`config.mk`:
```
export PLATFORM = sky130hd
export DESIGN_NAME = i2c_irq_unit
export DESIGN_NICKNAME = d
export VERILOG_FILES = /design/src/rtl/i2c_irq_pkg.sv /design/src/rtl/irq_scl_timer.sv /design/src/rtl/irq_host_guard.sv /design/src/rtl/irq_status_mask.sv /design/src/rtl/i2c_irq_unit.sv
export SDC_FILE = /design/constraint.sdc
export NUM_CORES = 1
export LEC_CHECK = 0
export BUFFER_PORTS_ARGS = -buffer_cell sky130_fd_sc_hd__buf_2
export CORE_MARGIN = 3
export CORE_UTILIZATION = 52
export CTS_CLUSTER_DIAMETER = 40
export DETAILED_ROUTE_END_ITERATION = 10
export HOLD_SLACK_MARGIN = 0.05
export PLACE_DENSITY = 0.87
export REMOVE_ABC_BUFFERS = 1
export SLEW_MARGIN = 10
export SYNTH_ARGS = -nofsm -noshare
export SYNTH_HDL_FRONTEND = slang
export SYNTH_SLANG_ARGS = --single-unit
```
`constraint.sdc`:
```
create_clock -name clk -period 3 [get_ports clk]
set_input_delay 0.15 -clock clk [delete_from_list [all_inputs] [get_ports clk]]
set_output_delay 0.15 -clock clk [all_outputs]
set_load 0.03 [all_outputs]
```
`src/rtl/i2c_irq_pkg.sv`:
```
// Shared constants for the I2C interrupt unit: source bit positions and
// register offsets. Assumes byte offsets fit in 8 bits.
package i2c_irq_pkg;
    localparam int NSRC = 9;

    localparam int SRC_DONE    = 0;
    localparam int SRC_NACK    = 1;
    localparam int SRC_ARB     = 2;
    localparam int SRC_TMO     = 3;
    localparam int SRC_RXOVF   = 4;
    localparam int SRC_HOVF    = 5;
    localparam int SRC_HUNF    = 6;
    localparam int SRC_SLVRDY  = 7;
    localparam int SRC_MORE    = 8;

    localparam logic [7:0] OFS_STATUS  = 8'h10;
    localparam logic [7:0] OFS_TIMEOUT = 8'h1C;
    localparam logic [7:0] OFS_MASK    = 8'h20;
    localparam logic [7:0] OFS_ENABLE  = 8'h24;
    localparam logic [7:0] OFS_DISABLE = 8'h28;

    typedef logic [NSRC-1:0] src_vec_t;
endpackage

```
`src/rtl/irq_scl_timer.sv`:
```
// SCL-low watchdog. It holds a programmable limit (never below TMO_MIN) and
// counts sample ticks while SCL is low. It fires one pulse per low period,
// on the tick that finds `limit` ticks already counted.
// Assumes scl_i is already synchronised to clk.
module irq_scl_timer #(
    parameter int TMO_W   = 8,
    parameter int TMO_MIN = 31,
    parameter int TMO_RST = 255
) (
    input  logic             clk,
    input  logic             rst_n,
    input  logic             wr_i,
    input  logic [TMO_W-1:0] wdata_i,
    output logic [TMO_W-1:0] limit_o,
    input  logic             scl_i,
    input  logic             tick_i,
    output logic             fire_o
);
    localparam logic [TMO_W-1:0] LIM_FLOOR = TMO_W'(TMO_MIN);
    localparam logic [TMO_W-1:0] LIM_RESET = TMO_W'(TMO_RST);

    logic [TMO_W-1:0] limit_q;
    logic [TMO_W:0]   cnt_q;

    // Limit register with floor clamp on write.
    always_ff @(posedge clk) begin
        if (!rst_n)
            limit_q <= LIM_RESET;
        else if (wr_i)
            limit_q <= (wdata_i < LIM_FLOOR) ? LIM_FLOOR : wdata_i;
    end

    // Low-time counter: restarts on SCL high, saturates just past the limit.
    always_ff @(posedge clk) begin
        if (!rst_n)
            cnt_q <= '0;
        else if (scl_i)
            cnt_q <= '0;
        else if (tick_i && cnt_q <= {1'b0, limit_q})
            cnt_q <= cnt_q + 1'b1;
    end

    assign fire_o  = tick_i && !scl_i && (cnt_q == {1'b0, limit_q});
    assign limit_o = limit_q;

    assert_limit_floor_R6: assert property (@(posedge clk) disable iff (!rst_n)
        limit_q >= LIM_FLOOR);
    assert_fire_once_R7: assert property (@(posedge clk) disable iff (!rst_n)
        fire_o |=> !fire_o);
    assert_restart_R7: assert property (@(posedge clk) disable iff (!rst_n)
        scl_i |=> !fire_o);
endmodule

```
`src/rtl/irq_host_guard.sv`:
```
// Host-side FIFO misuse detector. It tracks how many bytes the host has
// placed in the transmit FIFO (drained by the engine) and how many reads
// the host has made since the transfer started. It pulses ovf_o on a write
// into a full FIFO and unf_o on a read beyond size+1.
module irq_host_guard #(
    parameter int DEPTH   = 16,
    parameter int TSIZE_W = 8
) (
    input  logic               clk,
    input  logic               rst_n,
    input  logic               push_i,
    input  logic               pop_i,
    input  logic               drain_i,
    input  logic               clear_i,
    input  logic               start_i,
    input  logic [TSIZE_W-1:0] size_i,
    output logic               ovf_o,
    output logic               unf_o
);
    localparam int CW = $clog2(DEPTH + 1);
    localparam logic [CW-1:0] FULL = CW'(DEPTH);
    localparam logic [TSIZE_W:0] RD_MAX = '1;

    logic [CW-1:0]    occ_q;
    logic [TSIZE_W:0] rd_q;
    logic             accept, take;

    assign take   = drain_i && (occ_q != '0);
    assign accept = push_i && ((occ_q != FULL) || drain_i);
    assign ovf_o  = push_i && !accept && !clear_i;
    assign unf_o  = pop_i && !clear_i && !start_i && (rd_q > {1'b0, size_i});

    // Occupancy of the transmit FIFO as seen from the host side.
    always_ff @(posedge clk) begin
        if (!rst_n || clear_i)
            occ_q <= '0;
        else
            occ_q <= occ_q + CW'(accept) - CW'(take);
    end

    // Host reads since transfer start, saturating.
    always_ff @(posedge clk) begin
        if (!rst_n || clear_i || start_i)
            rd_q <= '0;
        else if (pop_i && rd_q != RD_MAX)
            rd_q <= rd_q + 1'b1;
    end

    assert_occ_bound_R8: assert property (@(posedge clk) disable iff (!rst_n)
        occ_q <= FULL);
    assert_clear_empties_R10: assert property (@(posedge clk) disable iff (!rst_n)
        clear_i |=> (occ_q == '0 && rd_q == '0));
endmodule

```
`src/rtl/irq_status_mask.sv`:
```
// Sticky status bits with write-1-to-clear, where an event beats a clear,
// and a mask set by enable strobes and cleared by disable strobes. The
// interrupt is the OR of enabled status bits. Assumes en_i and dis_i never
// carry ones in the same cycle (they come from different offsets).
module irq_status_mask #(
    parameter int NSRC = 9
) (
    input  logic            clk,
    input  logic            rst_n,
    input  logic [NSRC-1:0] ev_i,
    input  logic [NSRC-1:0] clr_i,
    input  logic [NSRC-1:0] en_i,
    input  logic [NSRC-1:0] dis_i,
    output logic [NSRC-1:0] stat_o,
    output logic [NSRC-1:0] mask_o,
    output logic            irq_o
);
    logic [NSRC-1:0] stat_q, mask_q;

    for (genvar k = 0; k < NSRC; k++) begin : g_bit
        // Status bit: set by event, cleared by W1C, event has priority.
        always_ff @(posedge clk) begin
            if (!rst_n)
                stat_q[k] <= 1'b0;
            else if (ev_i[k])
                stat_q[k] <= 1'b1;
            else if (clr_i[k])
                stat_q[k] <= 1'b0;
        end

        // Mask bit: set by enable strobe, cleared by disable strobe.
        always_ff @(posedge clk) begin
            if (!rst_n)
                mask_q[k] <= 1'b0;
            else if (en_i[k])
                mask_q[k] <= 1'b1;
            else if (dis_i[k])
                mask_q[k] <= 1'b0;
        end
    end

    assign stat_o = stat_q;
    assign mask_o = mask_q;
    assign irq_o  = |(stat_q & mask_q);

    assert_event_wins_R3: assert property (@(posedge clk) disable iff (!rst_n)
        (ev_i != '0) |=> ((stat_q & $past(ev_i)) == $past(ev_i)));
    assert_sticky_R2: assert property (@(posedge clk) disable iff (!rst_n)
        (clr_i == '0) |=> ((stat_q & $past(stat_q)) == $past(stat_q)));
    assert_enable_sets_R4: assert property (@(posedge clk) disable iff (!rst_n)
        (en_i != '0) |=> ((mask_q & $past(en_i)) == $past(en_i)));
    assert_disable_clears_R4: assert property (@(posedge clk) disable iff (!rst_n)
        (dis_i != '0) |=> ((mask_q & $past(dis_i)) == '0));
endmodule

```
`src/rtl/i2c_irq_unit.sv`:
```
// I2C interrupt status and mask unit. It decodes the register port, gathers
// engine pulses and the internal timeout and host-misuse events into the
// sticky status register, and drives irq. Read data is registered one cycle
// after the read strobe. Assumes engine event inputs are single-cycle pulses.
module i2c_irq_unit
    import i2c_irq_pkg::*;
#(
    parameter int AW         = 8,
    parameter int DW         = 32,
    parameter int FIFO_DEPTH = 16,
    parameter int TSIZE_W    = 8,
    parameter int TMO_W      = 8,
    parameter int TMO_MIN    = 31,
    parameter int TMO_RST    = 255
) (
    input  logic               clk,
    input  logic               rst_n,
    input  logic               reg_wr,
    input  logic               reg_rd,
    input  logic [AW-1:0]      reg_addr,
    input  logic [DW-1:0]      reg_wdata,
    output logic [DW-1:0]      reg_rdata,
    input  logic               evt_done,
    input  logic               evt_nack,
    input  logic               evt_arb_lost,
    input  logic               evt_rx_ovf,
    input  logic               evt_slave_rdy,
    input  logic               evt_more_data,
    input  logic               scl_in,
    input  logic               sample_tick,
    input  logic               host_push,
    input  logic               host_pop,
    input  logic               tx_drain,
    input  logic               fifo_clear,
    input  logic               xfer_start,
    input  logic [TSIZE_W-1:0] xfer_size,
    output logic               irq
);
    localparam int PAD_S = DW - NSRC;
    localparam int PAD_T = DW - TMO_W;

    logic     hit_stat, hit_tmo, hit_mask, hit_en, hit_dis;
    src_vec_t ev, clr, en, dis, stat, mask;
    logic     tmo_fire, h_ovf, h_unf;
    logic [TMO_W-1:0] limit;
    logic [DW-1:0]    rdata_q;

    assign hit_stat = (reg_addr == AW'(OFS_STATUS));
    assign hit_tmo  = (reg_addr == AW'(OFS_TIMEOUT));
    assign hit_mask = (reg_addr == AW'(OFS_MASK));
    assign hit_en   = (reg_addr == AW'(OFS_ENABLE));
    assign hit_dis  = (reg_addr == AW'(OFS_DISABLE));

    assign clr = (reg_wr && hit_stat) ? reg_wdata[NSRC-1:0] : '0;
    assign en  = (reg_wr && hit_en)   ? reg_wdata[NSRC-1:0] : '0;
    assign dis = (reg_wr && hit_dis)  ? reg_wdata[NSRC-1:0] : '0;

    // Gather every event source into its status bit position.
    always_comb begin
        ev             = '0;
        ev[SRC_DONE]   = evt_done;
        ev[SRC_NACK]   = evt_nack;
        ev[SRC_ARB]    = evt_arb_lost;
        ev[SRC_TMO]    = tmo_fire;
        ev[SRC_RXOVF]  = evt_rx_ovf;
        ev[SRC_HOVF]   = h_ovf;
        ev[SRC_HUNF]   = h_unf;
        ev[SRC_SLVRDY] = evt_slave_rdy;
        ev[SRC_MORE]   = evt_more_data;
    end

    irq_scl_timer #(.TMO_W(TMO_W), .TMO_MIN(TMO_MIN), .TMO_RST(TMO_RST)) u_timer (
        .clk     (clk),
        .rst_n   (rst_n),
        .wr_i    (reg_wr && hit_tmo),
        .wdata_i (reg_wdata[TMO_W-1:0]),
        .limit_o (limit),
        .scl_i   (scl_in),
        .tick_i  (sample_tick),
        .fire_o  (tmo_fire)
    );

    irq_host_guard #(.DEPTH(FIFO_DEPTH), .TSIZE_W(TSIZE_W)) u_guard (
        .clk     (clk),
        .rst_n   (rst_n),
        .push_i  (host_push),
        .pop_i   (host_pop),
        .drain_i (tx_drain),
        .clear_i (fifo_clear),
        .start_i (xfer_start),
        .size_i  (xfer_size),
        .ovf_o   (h_ovf),
        .unf_o   (h_unf)
    );

    irq_status_mask #(.NSRC(NSRC)) u_regs (
        .clk    (clk),
        .rst_n  (rst_n),
        .ev_i   (ev),
        .clr_i  (clr),
        .en_i   (en),
        .dis_i  (dis),
        .stat_o (stat),
        .mask_o (mask),
        .irq_o  (irq)
    );

    // Registered read mux; write-only and unmapped offsets read as zero.
    always_ff @(posedge clk) begin
        if (!rst_n)
            rdata_q <= '0;
        else if (reg_rd) begin
            if (hit_stat)
                rdata_q <= {{PAD_S{1'b0}}, stat};
            else if (hit_mask)
                rdata_q <= {{PAD_S{1'b0}}, mask};
            else if (hit_tmo)
                rdata_q <= {{PAD_T{1'b0}}, limit};
            else
                rdata_q <= '0;
        end
    end

    assign reg_rdata = rdata_q;

    assert_irq_needs_enable_R5: assert property (@(posedge clk) disable iff (!rst_n)
        (mask == '0) |-> !irq);
endmodule

```
## Word level (Yosys, flattened, before mapping)

Cells that the tools add are included.

| word-level totals | value |
|---|---|
| bits in registers | 81 |
| input bits | 65 |
| output and inout port bits | 33 |
| word-level logic and storage cells | 127 |

| cells by class | value |
|---|---|
| $add $sub $neg | 4 |
| equal/unequal tests | 8 |
| reductions and logical operators | 44 |
| muxes and demuxes | 43 |
| $lt $le $gt $ge | 3 |
| bitwise logic cells | 2 |

Operator list:

| cell | count |
|---|---|
| 9-bit two-way mux | 5 |
| 1-bit two-way mux | 36 |
| 2-bit nonzero test | 18 |
| 8-bit by 6-bit equality test with 1-bit output, second input constant | 3 |
| 9-bit by 1-bit adder with 9-bit output, second input constant | 2 |
| 8-bit by 5-bit equality test with 1-bit output, second input constant | 2 |
| 8-bit two-way mux | 2 |
| 1-bit logical AND | 15 |
| 9-bit bitwise AND | 1 |
| 9-bit by 8-bit equality test with 1-bit output | 1 |
| 9-bit by 8-bit greater-than comparator with 1-bit output | 1 |
| 9-bit by 8-bit less-or-equal comparator with 1-bit output | 1 |
| 9-bit inequality test, second input constant | 1 |
| 9-bit OR reduction | 1 |
| 8-bit by 5-bit < comparator with 1-bit output, second input constant | 1 |
| 5-bit by 1-bit adder with 5-bit output | 1 |
| 1-bit zero test | 5 |
| 5-bit inequality test, second input constant | 1 |
| 5-bit nonzero test | 1 |
| 5-bit by 1-bit subtractor with 5-bit output | 1 |
| 1-bit logical OR | 3 |
| 2-bit OR reduction | 1 |
| 1-bit inverter | 1 |

## Longest topological paths before layout

| logic depth | value |
|---|---|
| depth after elaboration | 7 |
| mapped depth | 14 |
| gate-level depth less buffers | 14 |

## Hierarchy

Synthesis repeated with hierarchy kept, for this count alone.

| unflattened totals | value |
|---|---|
| cell total of the unflattened synthesis | 409 |
| area total of the unflattened synthesis | 3502.1 um^2 |

Modules (own cells, without submodules):

| module | instances | cells each | area each (um^2) | sequential area each (um^2) |
|---|---|---|---|---|
| irq_host_guard | 1 | 113 | 969.7 | 280.3 |
| i2c_irq_unit | 1 | 126 | 967.2 | 180.2 |
| irq_scl_timer | 1 | 109 | 898.4 | 340.3 |
| irq_status_mask | 1 | 61 | 666.9 | 360.3 |

## Least setup slack after synthesis

No wires, ideal clock.

| timing | value |
|---|---|
| path kind | register to register |
| start point | register u_guard.occ_q[3] |
| end point | register u_guard.occ_q[4] |
| clock period less this slack | 2.175 ns |
| buffers on the path | 0 |
| required time | 2.930 ns |
| stages on the path, launching flop included | 15 |
| data arrival time | 2.105 ns |
| setup slack | 0.825 ns |
| setup time | 0.070 ns |
| cells stage by stage | dfxtp_1 inv_1 ha_1 nand2_1 o21a_1 ha_1 inv_1 ha_1 inv_1 fa_1 inv_1 a21oi_1 nor2_1 or3_1 a21oi_1 |

| between the ends | value |
|---|---|
| cells in the longest elaborated chain, start to end | 5 |
| elaborated cells between the ends (all ways) | 7 |
| those cells by class | 2 x add/sub; 1 x eq/ne; 4 x reduce/logical |

Ends and longest elaborated chain:

| what | RTL line | RTL |
|---|---|---|
| start, declared | irq_host_guard.sv:24 | `logic [CW-1:0] occ_q;` |
| start signal, assigned | irq_host_guard.sv:38 | `occ_q <= occ_q + CW'(accept) - CW'(take);` |
| 5-bit inequality test | irq_host_guard.sv:29 | `assign accept = push_i && ((occ_q != FULL) \|\| drain_i);` |
| 1-bit logical OR | irq_host_guard.sv:29 |  |
| 1-bit logical AND | irq_host_guard.sv:29 |  |
| 5-bit by 1-bit adder with 5-bit output | irq_host_guard.sv:38 |  |
| 5-bit by 1-bit subtractor with 5-bit output (*) | irq_host_guard.sv:38 |  |

Mark *: on every way between the ends. The rest lies on a longest branch, timed or not.
A chain may end at the register's enable or synchronous reset.

## Final worst setup path

| timing | value |
|---|---|
| start point | register u_guard.occ_q[2] |
| end point | register u_guard.occ_q[4] |

Same word-level chain as after synthesis.

==> impl_metrics.ini <==
[worst_setup_path]
cp-start-kind = flip-flop
path_max_fanout = 2
cp.depth = 14
end_kind = flip-flop
cp.arrival_ps = 2740
critPathBufInv = 4
cp-endpoint = u_guard.occ_q[4]
worstReg2RegEnd = u_guard.occ_q[4]
reg2reg_depth = 14
critical_path_class = reg2reg
cp_common_cell = inv_1
cp-startpoint = u_guard.occ_q[2]
crit_family = adder cells
slowest_stage = or3_1
cp_cell_sequence = inv_1 > ha_1 > nand2_1 > o21a_1 > ha_1 > inv_1 > ha_1 > inv_1 > fa_1 > inv_1 > a21oi_1 > nor2_1 > or3_1 > a21oi_1
cp_data_required_time_ps = 3270
rrSetupSlack_ps = 530
max_stage_delay_ps = 340
r2r_start = u_guard.occ_q[2]

[synth]
syn_area_per_cell_um2 = 8.492
syn_area_mm2 = 0.003354
synth_top_area_share_pct = 34.61
yosys.area.top_type = dfxtp_1
ys_seq_elements = 58
ys_seq_area_share_pct = 34.61
ys_async_sr_fraction_pct = 0
synth_flop_cell = dfxtp_1
yosysUniqueCellTypes = 48
netlist_top_cells_area = dfxtp_1 35%, ha_1 9.3%, buf_4 5.4%, a22oi_1 4.3%, nand2_1 4.3%
synth_edf_count = 0
yosysWarnings = 0
synth_cells = 395

[clock_tree]
clock_latency_ps = 340
cts_resized = 0
clockBufferDepth = 2
numCtsBuffers = 9
cts.sinks = 58
cts-hold-fix-buffers = 3
cts_tree = done
htree_levels = 3
cts_root_buffer = clkbuf_8
clkTransAtPathRegs_ps = 60
cts_setup_buffers = 0

[grt]
grt_max_degree = 33
grt_pass1_vias = 2729
globalRouteOverflowTotal = 0
grt_first_pass_wirelength_um = 12380
antenna_found_initial = 0
track_usage_pct = 21.17

[sta]
finalHoldViolations = 0
fin_skew_ps = 7.043
relSlewSlack_pct = 62.61
layout_min_cycle_time_ps = 2472
holdWs_ps = 53.42
fin_crit_sh_pct = 82.39
finalSetupViolCount = 0
finalMaxSlewViolations = 0
tightest_slew_ps = 559.7
fmax_mhz = 404.6
final.setup.tns_ps = 0
rsz0062_at_grt = no

[final_layout]
fin_area_mm2 = 0.003787
fin_nets = 536
syn2layout_area_growth_pct = 12.91
drive_gt1_share_pct = 16.04
antenna_cells = 0

[route]
vias_per_cell = 5.571
drt_drc_violations_left = 0
wirelength_um = 7614
postRouteAntennaNets = 0
routedWlPerCell_um = 14.53
vias = 2919
drt_iter0_markers = 176
dr.pass1.iters = 5

[run_status]
status = complete, no violations

[floorplan]
io_pins = 98
row_count = 28
start_util_pct = 55.03
die_area_mm2 = 0.007450
die_h_um = 86.32
chipWidth_um = 86.32
coreArea_mm2 = 0.006096

[power_and_ir_drop]
vdd_drop_max_uv = 370.9
leakage_uw = 0.001851
p_per_area_mw_per_mm2 = 531.2

[placed_design]
gp_congestion = 0.9043
io_buffers = 51
hpwl_um = 5677
placed_area_mm2 = 0.003572

[hold_path]
hold_path_class = in2reg

[flow_run]
maxCapViolCount = 0
## through the flow
step	worst slack (ps)	utilization [%]	instances	power [uW]
CTS	544.0	62.13	524	2019
floorplan	783.9	-	377	1189
global placement	660.3	58.60	506	1288
finish	528.2	62.13	524	2012
detailed placement	561.5	58.60	506	1328
global route	399.2	62.13	524	2124
## worst reg2reg max path: stages (launching register included)
cell and delay [ps]:
dfxtp_1 310, inv_1 80, ha_1 170, nand2_1 50
o21a_1 170, ha_1 280, inv_1 50, ha_1 220
inv_1 90, fa_1 220, inv_1 50, a21oi_1 170
nor2_1 70, or3_1 340, a21oi_1 130
## cell type report
| class | instances | area (um^2) |
|---|---|---|
| flip-flops and latches | 58 | 1161 |
| clock buffers | 12 | 145.1 |
| multi-input cells | 292 | 1938 |
| clock inverters | 3 | 40.04 |
| inverters | 27 | 101.3 |
| repair buffers | 57 | 307.8 |
| well taps | 75 | 93.84 |
| fillers | 527 | 2308 |
## power breakdown
group | switching, uW | internal, uW
clock network | 295 | 399
registers | 31.3 | 809
logic | 279 | 198
## flip-flops by register name, summed over array words and instances, names as in the netlist
register,cells
u_timer.limit_o,8
u_regs.mask_o,9
reg_rdata,9
u_timer.cnt_q,9
u_regs.stat_o,9
u_guard.occ_q,5
u_guard.rd_q,9
## how the worst min path moves through the flow
stage                    start                 end  slack [ps]  cells after the start
finish              evt_rx_ovf    u_regs.stat_o[4]          50                      3
global route        evt_rx_ovf    u_regs.stat_o[4]          70                      3
CTS                 evt_rx_ovf    u_regs.stat_o[4]          50                      3
detailed placement    evt_done    u_regs.stat_o[0]         380                      3
global placement    evt_rx_ovf    u_regs.stat_o[4]         380                      3
floorplan                rst_n  u_timer.limit_o[0]         230                      1
## cells in the final DEF (no fill, tap or decap), types with 9 or more instances in the layout
master,n
a21oi_1,19
a22oi_1,19
o211a_1,9
dfxtp_1,58
ha_1,25
buf_2,51
nor2b_1,19
nor2_1,25
inv_1,27
a22o_1,10
o21ai_0,11
conb_1,23
clkbuf_8,10
nand2_1,38
## synth_stat cells, drive strengths merged (4+ instances only)
cell / number
nor3: 7
or3: 4
nor2b: 19
ha: 25
nand4: 6
a21oi: 19
nor2: 25
o211a: 9
buf: 27
inv: 27
clkbuf: 13
nand2: 38
xor2: 8
o21ai: 11
nand2b: 4
dfxtp: 58
a22oi: 19
a21o: 7
and3: 6
o211ai: 5
nand3: 8
a22o: 10
## cells by family after synthesis
group                      Yosys count  share of synthesized area (%)
AOI/OAI and AO/OA                   96                          20.59
and+or+nand+nor                    135                          21.30
buffers and inverters               67                          10.26
muxes                                2                         0.5968
xor gates and xnor gates            10                          2.611
adders and majority gates           26                          9.922
other                                1                         0.1118
DFF                                 58                          34.61
## metal layers
layer  part of all wire (%)  track usage, %  vias to the layer above
met2                     48           37.00                      110
met4                    2.6           10.20                        0
met3                    6.8           4.087                       17
met5                      0               0                        -
li1                       -               -                     1456
met1                     42           24.81                     1336
Note: power is estimated with default switching activity, not from simulation.
